**src/rtl/mini8_pkg.sv**
```systemverilog
package mini8_pkg;

    localparam int INSTR_W = 8;
    localparam int PC_W    = 4;

    typedef enum logic [1:0] {
        ST_FETCH  = 2'd0,
        ST_DECODE = 2'd1,
        ST_EXEC   = 2'd2,
        ST_STOP   = 2'd3
    } cpu_state_e;

    // order matters: the index is {opcode[0], function}
    typedef enum logic [2:0] {
        ALU_ADD  = 3'd0,
        ALU_SUB  = 3'd1,
        ALU_MUL  = 3'd2,
        ALU_DIV  = 3'd3,
        ALU_MOV  = 3'd4,
        ALU_INC  = 3'd5,
        ALU_CLR  = 3'd6,
        ALU_PASS = 3'd7
    } alu_op_e;

    typedef struct packed {
        logic [1:0] op;
        logic [1:0] fn;
        logic [1:0] src;
        logic [1:0] dst;
    } instr_t;

    localparam logic [3:0] SYS_PREFIX = 4'b1100;

endpackage

```
**src/rtl/mini8_progmem.sv**
```systemverilog
module mini8_progmem #(
    parameter int WORD_W = 8,
    parameter int DEPTH  = 16,
    localparam int AW    = $clog2(DEPTH)
) (
    input  logic              clk,
    input  logic              wr_en,
    input  logic [AW-1:0]     wr_addr,
    input  logic [WORD_W-1:0] wr_data,
    input  logic [AW-1:0]     rd_addr,
    output logic [WORD_W-1:0] rd_data
);

    logic [WORD_W-1:0] words_q [DEPTH];

    always_ff @(posedge clk) begin
        if (wr_en) begin
            words_q[wr_addr] <= wr_data;
        end
    end

    assign rd_data = words_q[rd_addr];

endmodule

```
**src/rtl/mini8_regfile.sv**
```systemverilog
module mini8_regfile #(
    parameter int DATA_W  = 8,
    parameter int REG_CNT = 4,
    localparam int RA_W   = $clog2(REG_CNT)
) (
    input  logic              clk,
    input  logic              rst,
    input  logic              wr_en,
    input  logic [RA_W-1:0]   wr_sel,
    input  logic [DATA_W-1:0] wr_val,
    input  logic [RA_W-1:0]   rd_sel_a,
    output logic [DATA_W-1:0] rd_val_a,
    input  logic [RA_W-1:0]   rd_sel_b,
    output logic [DATA_W-1:0] rd_val_b
);

    logic [REG_CNT-1:0][DATA_W-1:0] regs_d;
    logic [REG_CNT-1:0][DATA_W-1:0] regs_q;

    for (genvar g = 0; g < REG_CNT; g++) begin : g_reg
        always_comb begin
            regs_d[g] = regs_q[g];
            if (wr_en && (wr_sel == RA_W'(g))) begin
                regs_d[g] = wr_val;
            end
        end

        always_ff @(posedge clk) begin
            if (rst) begin
                regs_q[g] <= '0;
            end else begin
                regs_q[g] <= regs_d[g];
            end
        end
    end

    assign rd_val_a = regs_q[rd_sel_a];
    assign rd_val_b = regs_q[rd_sel_b];

    // registers hold whenever no write is requested (nop and jumps)
    assert_regs_hold_R9: assert property (@(posedge clk) disable iff (rst)
        !wr_en |=> $stable(regs_q));

endmodule

```
**src/rtl/mini8_alu.sv**
```systemverilog
module mini8_alu
    import mini8_pkg::*;
#(
    parameter int DATA_W = 8
) (
    input  alu_op_e           op,
    input  logic [DATA_W-1:0] dst_val,
    input  logic [DATA_W-1:0] src_val,
    output logic [DATA_W-1:0] result,
    output logic              carry,
    output logic              zero,
    output logic              flag_upd
);

    logic [DATA_W:0] wide;

    always_comb begin
        result   = '0;
        carry    = 1'b0;
        flag_upd = 1'b0;
        wide     = '0;
        unique case (op)
            ALU_ADD: begin
                wide     = {1'b0, dst_val} + {1'b0, src_val};
                result   = wide[DATA_W-1:0];
                carry    = wide[DATA_W];
                flag_upd = 1'b1;
            end
            ALU_SUB: begin
                wide     = {1'b0, dst_val} - {1'b0, src_val};
                result   = wide[DATA_W-1:0];
                carry    = wide[DATA_W];
                flag_upd = 1'b1;
            end
            ALU_MUL: result = dst_val * src_val;
            ALU_DIV: result = (src_val == '0) ? '1 : dst_val / src_val;
            ALU_MOV: result = src_val;
            ALU_INC: begin
                wide     = {1'b0, src_val} + {{DATA_W{1'b0}}, 1'b1};
                result   = wide[DATA_W-1:0];
                carry    = wide[DATA_W];
                flag_upd = 1'b1;
            end
            ALU_CLR: begin
                result   = '0;
                flag_upd = 1'b1;
            end
            ALU_PASS: result = src_val;
            default: result = '0;
        endcase
    end

    assign zero = (result == '0);

endmodule

```
**src/rtl/mini8_core.sv**
```systemverilog
module mini8_core
    import mini8_pkg::*;
#(
    parameter int DATA_W  = 8,
    parameter int REG_CNT = 4,
    localparam int RA_W   = $clog2(REG_CNT),
    localparam int DEPTH  = 1 << PC_W
) (
    input  logic               clk,
    input  logic               rst,
    input  logic               pgm_we,
    input  logic [PC_W-1:0]    pgm_addr,
    input  logic [INSTR_W-1:0] pgm_data,
    input  logic [DATA_W-1:0]  switch_i,
    output logic [DATA_W-1:0]  display_o,
    output logic               halted_o
);

    typedef struct packed {
        cpu_state_e        st;
        logic [PC_W-1:0]   pc;
        instr_t            ir;
        logic [DATA_W-1:0] opa;
        logic [DATA_W-1:0] opb;
        logic              z;
        logic              c;
        logic [DATA_W-1:0] disp;
        logic              halted;
    } core_t;

    core_t core_d, core_q;

    logic [INSTR_W-1:0] imem_word;
    logic               rf_we;
    logic [DATA_W-1:0]  rf_wval;
    logic [DATA_W-1:0]  rf_a, rf_b;
    alu_op_e            alu_op;
    logic [DATA_W-1:0]  alu_res;
    logic               alu_c, alu_z, alu_upd;
    logic               is_sys, jump_ok;

    mini8_progmem #(.WORD_W(INSTR_W), .DEPTH(DEPTH)) u_pmem (
        .clk     (clk),
        .wr_en   (pgm_we),
        .wr_addr (pgm_addr),
        .wr_data (pgm_data),
        .rd_addr (core_q.pc),
        .rd_data (imem_word)
    );

    mini8_regfile #(.DATA_W(DATA_W), .REG_CNT(REG_CNT)) u_rf (
        .clk      (clk),
        .rst      (rst),
        .wr_en    (rf_we),
        .wr_sel   (RA_W'(core_q.ir.dst)),
        .wr_val   (rf_wval),
        .rd_sel_a (RA_W'(core_q.ir.dst)),
        .rd_val_a (rf_a),
        .rd_sel_b (RA_W'(core_q.ir.src)),
        .rd_val_b (rf_b)
    );

    assign alu_op = alu_op_e'({core_q.ir.op[0], core_q.ir.fn});

    mini8_alu #(.DATA_W(DATA_W)) u_alu (
        .op       (alu_op),
        .dst_val  (core_q.opa),
        .src_val  (core_q.opb),
        .result   (alu_res),
        .carry    (alu_c),
        .zero     (alu_z),
        .flag_upd (alu_upd)
    );

    assign is_sys = ({core_q.ir.op, core_q.ir.fn} == SYS_PREFIX);

    always_comb begin
        unique case (core_q.ir.fn)
            2'b01:   jump_ok = 1'b1;
            2'b10:   jump_ok = core_q.z;
            2'b11:   jump_ok = core_q.c;
            default: jump_ok = 1'b0;
        endcase
    end

    always_comb begin
        core_d  = core_q;
        rf_we   = 1'b0;
        rf_wval = '0;
        unique case (core_q.st)
            ST_FETCH: begin
                core_d.ir = instr_t'(imem_word);
                core_d.st = ST_DECODE;
            end
            ST_DECODE: begin
                core_d.opa = rf_a;
                core_d.opb = rf_b;
                core_d.st  = ST_EXEC;
            end
            ST_EXEC: begin
                core_d.st = ST_FETCH;
                core_d.pc = core_q.pc + PC_W'(1);
                if (is_sys) begin
                    if (core_q.ir.src[0]) begin
                        core_d.halted = 1'b1;
                        core_d.st     = ST_STOP;
                        core_d.pc     = core_q.pc;
                    end else if (core_q.ir.src[1]) begin
                        rf_we       = 1'b1;
                        rf_wval     = switch_i;
                        core_d.disp = switch_i;
                    end else begin
                        core_d.disp = core_q.opa;
                    end
                end else if (core_q.ir.op == 2'b11) begin
                    if (jump_ok) begin
                        core_d.pc = {core_q.ir.src, core_q.ir.dst};
                    end
                end else if (core_q.ir.op == 2'b10) begin
                    core_d.disp = core_q.disp;
                end else begin
                    rf_we       = 1'b1;
                    rf_wval     = alu_res;
                    core_d.disp = alu_res;
                    if (alu_upd) begin
                        core_d.z = alu_z;
                        core_d.c = alu_c;
                    end
                end
            end
            default: core_d = core_q;
        endcase
    end

    always_ff @(posedge clk) begin
        if (rst) begin
            core_q <= '0;
        end else begin
            core_q <= core_d;
        end
    end

    assign display_o = core_q.disp;
    assign halted_o  = core_q.halted;

    assert_fetch_then_decode_R2: assert property (@(posedge clk) disable iff (rst)
        (core_q.st == ST_FETCH) |=> (core_q.st == ST_DECODE));

    assert_decode_then_exec_R2: assert property (@(posedge clk) disable iff (rst)
        (core_q.st == ST_DECODE) |=> (core_q.st == ST_EXEC));

    assert_pc_moves_on_exec_R2: assert property (@(posedge clk) disable iff (rst)
        (core_q.st != ST_EXEC) |=> $stable(core_q.pc));

    assert_disp_moves_on_exec_R9: assert property (@(posedge clk) disable iff (rst)
        (core_q.st != ST_EXEC) |=> $stable(core_q.disp));

    assert_stop_sticky_R7: assert property (@(posedge clk) disable iff (rst)
        core_q.halted |=> (core_q.halted && $stable(core_q.disp)));

    assert_flags_only_alu_R5: assert property (@(posedge clk) disable iff (rst)
        !(core_q.st == ST_EXEC && !core_q.ir.op[1]) |=> ($stable(core_q.z) && $stable(core_q.c)));

endmodule

```
**config.mk**
```make
export PLATFORM = sky130hd
export DESIGN_NAME = mini8_core
export DESIGN_NICKNAME = d
export VERILOG_FILES = /design/src/rtl/mini8_pkg.sv /design/src/rtl/mini8_progmem.sv /design/src/rtl/mini8_regfile.sv /design/src/rtl/mini8_alu.sv /design/src/rtl/mini8_core.sv
export SDC_FILE = /design/constraint.sdc
export NUM_CORES = 1
export LEC_CHECK = 0
export ABC_AREA = 1
export ABC_CLOCK_PERIOD_IN_PS = 16100
export CELL_PAD_IN_SITES_DETAIL_PLACEMENT = 0
export CELL_PAD_IN_SITES_GLOBAL_PLACEMENT = 1
export CORE_ASPECT_RATIO = 0.5
export CORE_UTILIZATION = 52
export CTS_CLUSTER_SIZE = 12
export DETAILED_ROUTE_END_ITERATION = 7
export PLACE_DENSITY = 0.94
export RECOVER_POWER = 50
export SLEW_MARGIN = 40
export SYNTH_ARGS = -nofsm -noshare
export SYNTH_HDL_FRONTEND = slang
export SYNTH_SLANG_ARGS = --single-unit
```
**constraint.sdc**
```tcl
create_clock -name clk -period 16.1 [get_ports clk]
set_input_delay 3.22 -clock clk [delete_from_list [all_inputs] [get_ports clk]]
set_output_delay 3.22 -clock clk [all_outputs]
set_load 0.01 [all_outputs]
```
==> impl_metrics.tcl <==
set metrics [dict create \
    outcome "complete, but fails checks" \
    violations "max-capacitance violations, max-slew violations" \
    cts_resized 0 \
    ant_nets 0 \
    start_util_pct 53.0 \
    layout_commonest_cell "nand2_1" \
    critPathCaptureType "flip-flop" \
    cts_root_buffer "clkbuf_16" \
    min_period_ps 10320 \
    htreeDepth 1 \
    core_area_um2 24000 \
    r2r_start "core_q[11]" \
    utilization_pct 57.2 \
    nNetsFinal 1671 \
    synth_cells 1571 \
    place_congestion 0.916 \
    rr_worst_depth 66 \
    synth.mux.area_fraction_pct 0 \
    die_area_um2 25100 \
    final-seq-area_um2 5310 \
    cts-buffers-inserted 21 \
    die_height_um 113 \
    setup_violations 0 \
    hold_depth 2 \
    cts_sinks 201 \
    crit_arrival_ps 10710 \
    die_x_um 223 \
    layout-drive-gt1-share_pct 6.01 \
    cp_slowest_stage_delay_ps 710 \
    maxSlewHeadroom_pct -24.7 \
    grt_usage_pct 26.8 \
    required_ps 16490 \
    path_max_fanout 16 \
    final.setup.tns_ps 0 \
    clk_pin_slew_ps 60 \
    dpl.hpwl_um 23200 \
    synthXorXnorAreaFrac_pct 1.24 \
    max-cap-violations 1 \
    yosys_most_used_dff "edfxtp_1" \
    critPathLaunch "core_q[11]" \
    io_pins 32 \
    drv_slew 39 \
    drt-wirelength-per-cell_um 17.8 \
    finalCritPeriodShare_pct 64.1 \
    tightest_slew_ps 1870 \
    synth_top_family_by_area "simple AND/OR/NAND/NOR gates" \
    cts_buffer_depth 3 \
    io_buffer_count 31 \
    cts_tree "done" \
    postCtsSetupRepairBufs 0 \
    synth_compound_area_share_pct 16.4 \
    ys_async_sr_fraction_pct 0 \
    syn_avg_cell_area_um2 8.09 \
    syn-cell-area_um2 12700 \
    areaGrowthSynthToFinish_pct 7.82 \
    drt-vias-per-instance 5.83 \
    wl_um 33500 \
    fp-row-count 40 \
    synth_fp_nets 1686 \
    holdBufCountCts 0 \
    path_class "flip-flop to flip-flop" \
    clock_skew_ps 9.56 \
    cp_slowest_cell "dfxtp_1" \
    rsz0062_at_grt "no" \
    grt_pass1_vias 10500 \
    grt_start_max_net_pins 67 \
    synthAdderAreaFrac_pct 9.89 \
    grt_first_pass_wirelength_um 53900 \
    ys_ff_latch 201 \
    multi_input_area_um2 6150 \
    insertion_delay_ps 490 \
    ys_types 57 \
    grt_antenna_before_repair 0 \
    ys_seq_area_share_pct 41.7 \
    via_count 11000 \
    min_path_type "flip-flop to flip-flop" \
    grt-ovfl-total 0 \
    timing_hold_violations_final 0 \
    drc 0 \
    layout_common_cells "nand2_1, inv_1, nor2_1" \
    synth_warnings 0 \
    drt_iter0_markers 1071 \
    synthSimpleGateAreaFrac_pct 20.8 \
    final.fill_count 2149 \
    startpoint_type "flip-flop" \
    first_pass_iters 6 \
    hp-start "halted_o" \
    synth-edff-count 128 \
    max_freq_ghz 0.0969 \
    cpMostUsedCell "nand2_1" \
    n_antenna_cell 0 \
]
-- critical path, delay by kind of cell (launching register included) --
family | cells | cell delay [ps]
adder cells (fa/ha/maj) | 8 | 2540
flip-flops | 1 | 710
buffers and inverters | 9 | 1100
AO/OA/AOI/OAI | 13 | 1890
AND/OR/NAND/NOR | 36 | 3950
-- layout make-up --
| cell class | count | area share [%] |
|---|---|---|
| multi-input cells | 1060 | 44.9 |
| flip-flops and latches | 201 | 38.7 |
| clock buffers | 29 | 4.27 |
| repair buffers | 40 | 2.73 |
| well taps | 315 | 2.88 |
| inverters | 232 | 6.37 |
| clock inverters | 3 | 0.128 |
-- logic make-up (layout without fill, tap and decap cells) --
group | Yosys count | count (layout)
DFF | 201 | 201
buffers and inverters | 310 | 304
AOI/OAI and AO/OA | 353 | 353
and+or+nand+nor | 597 | 597
adders and majority gates | 92 | 92
xor gates and xnor gates | 18 | 18
-- synth_stat cells (4+ instances only) --
library cell  instances  area [um2]
clkbuf_1             41         154
buf_2                16        80.1
fa_1                 14         280
or2_2                11        68.8
nand2_2               6        37.5
inv_2                 9        33.8
nor2_2                4        25.0
o311ai_0              4        35.0
buf_4                11        82.6
o22ai_1              15        93.8
nand2_1             251         942
o211ai_1             22         165
o221ai_1             24         210
a221oi_1             15         131
ha_1                 78         976
nand3_1             121         606
nor2_4                7        78.8
nor2_1              155         582
a21oi_1              87         435
inv_1               220         826
a31oi_1               5        31.3
and2_1                4        25.0
dfxtp_1              73        1460
buf_6                 4        45.0
nand3b_1              4        30.0
o21ai_1              12        60.1
o21ai_0             148         741
o21ai_2               5        43.8
nor3_1                4        20.0
nand4_1              16         100
xor2_1               15         131
edfxtp_1            128        3840
-- metrics by stage --
stage	area [um2]	instances	hold WS (ps)	setup slack [ps]
detailed placement	13100	1848	460	5950
global placement	13100	1848	451	6400
global route	13700	1880	489	4590
finish	13700	1880	467	5780
CTS	13700	1880	469	5920
floorplan	12700	1571	441	7360
-- sequential cells by signal (all words and copies together), names as in the netlist --
name,count
u_pmem.words_q,128
display_o,8
core_q,29
alu_op,3
halted_o,1
u_rf.regs_q,32
-- per-layer routing --
layer / share of wire (%) / wire length (um) / track usage, %
met1: 43 / 14400 / 35.7
met4: 1.7 / 567 / 7.54
met5: 0 / 0 / 0
met2: 49 / 16300 / 46.8
met3: 6.6 / 2220 / 2.51
-- path summary, 6_finish.rpt --
path                    end  slack [ps]
max          u_rf.regs_q[0]        5780
min                halted_o         470
max reg2reg  u_rf.regs_q[0]        5780
min reg2reg        halted_o         470
Power is left out: the tool's default activity adds up to more than one toggle a clock period on the data nets, which glitch-free logic cannot reach.
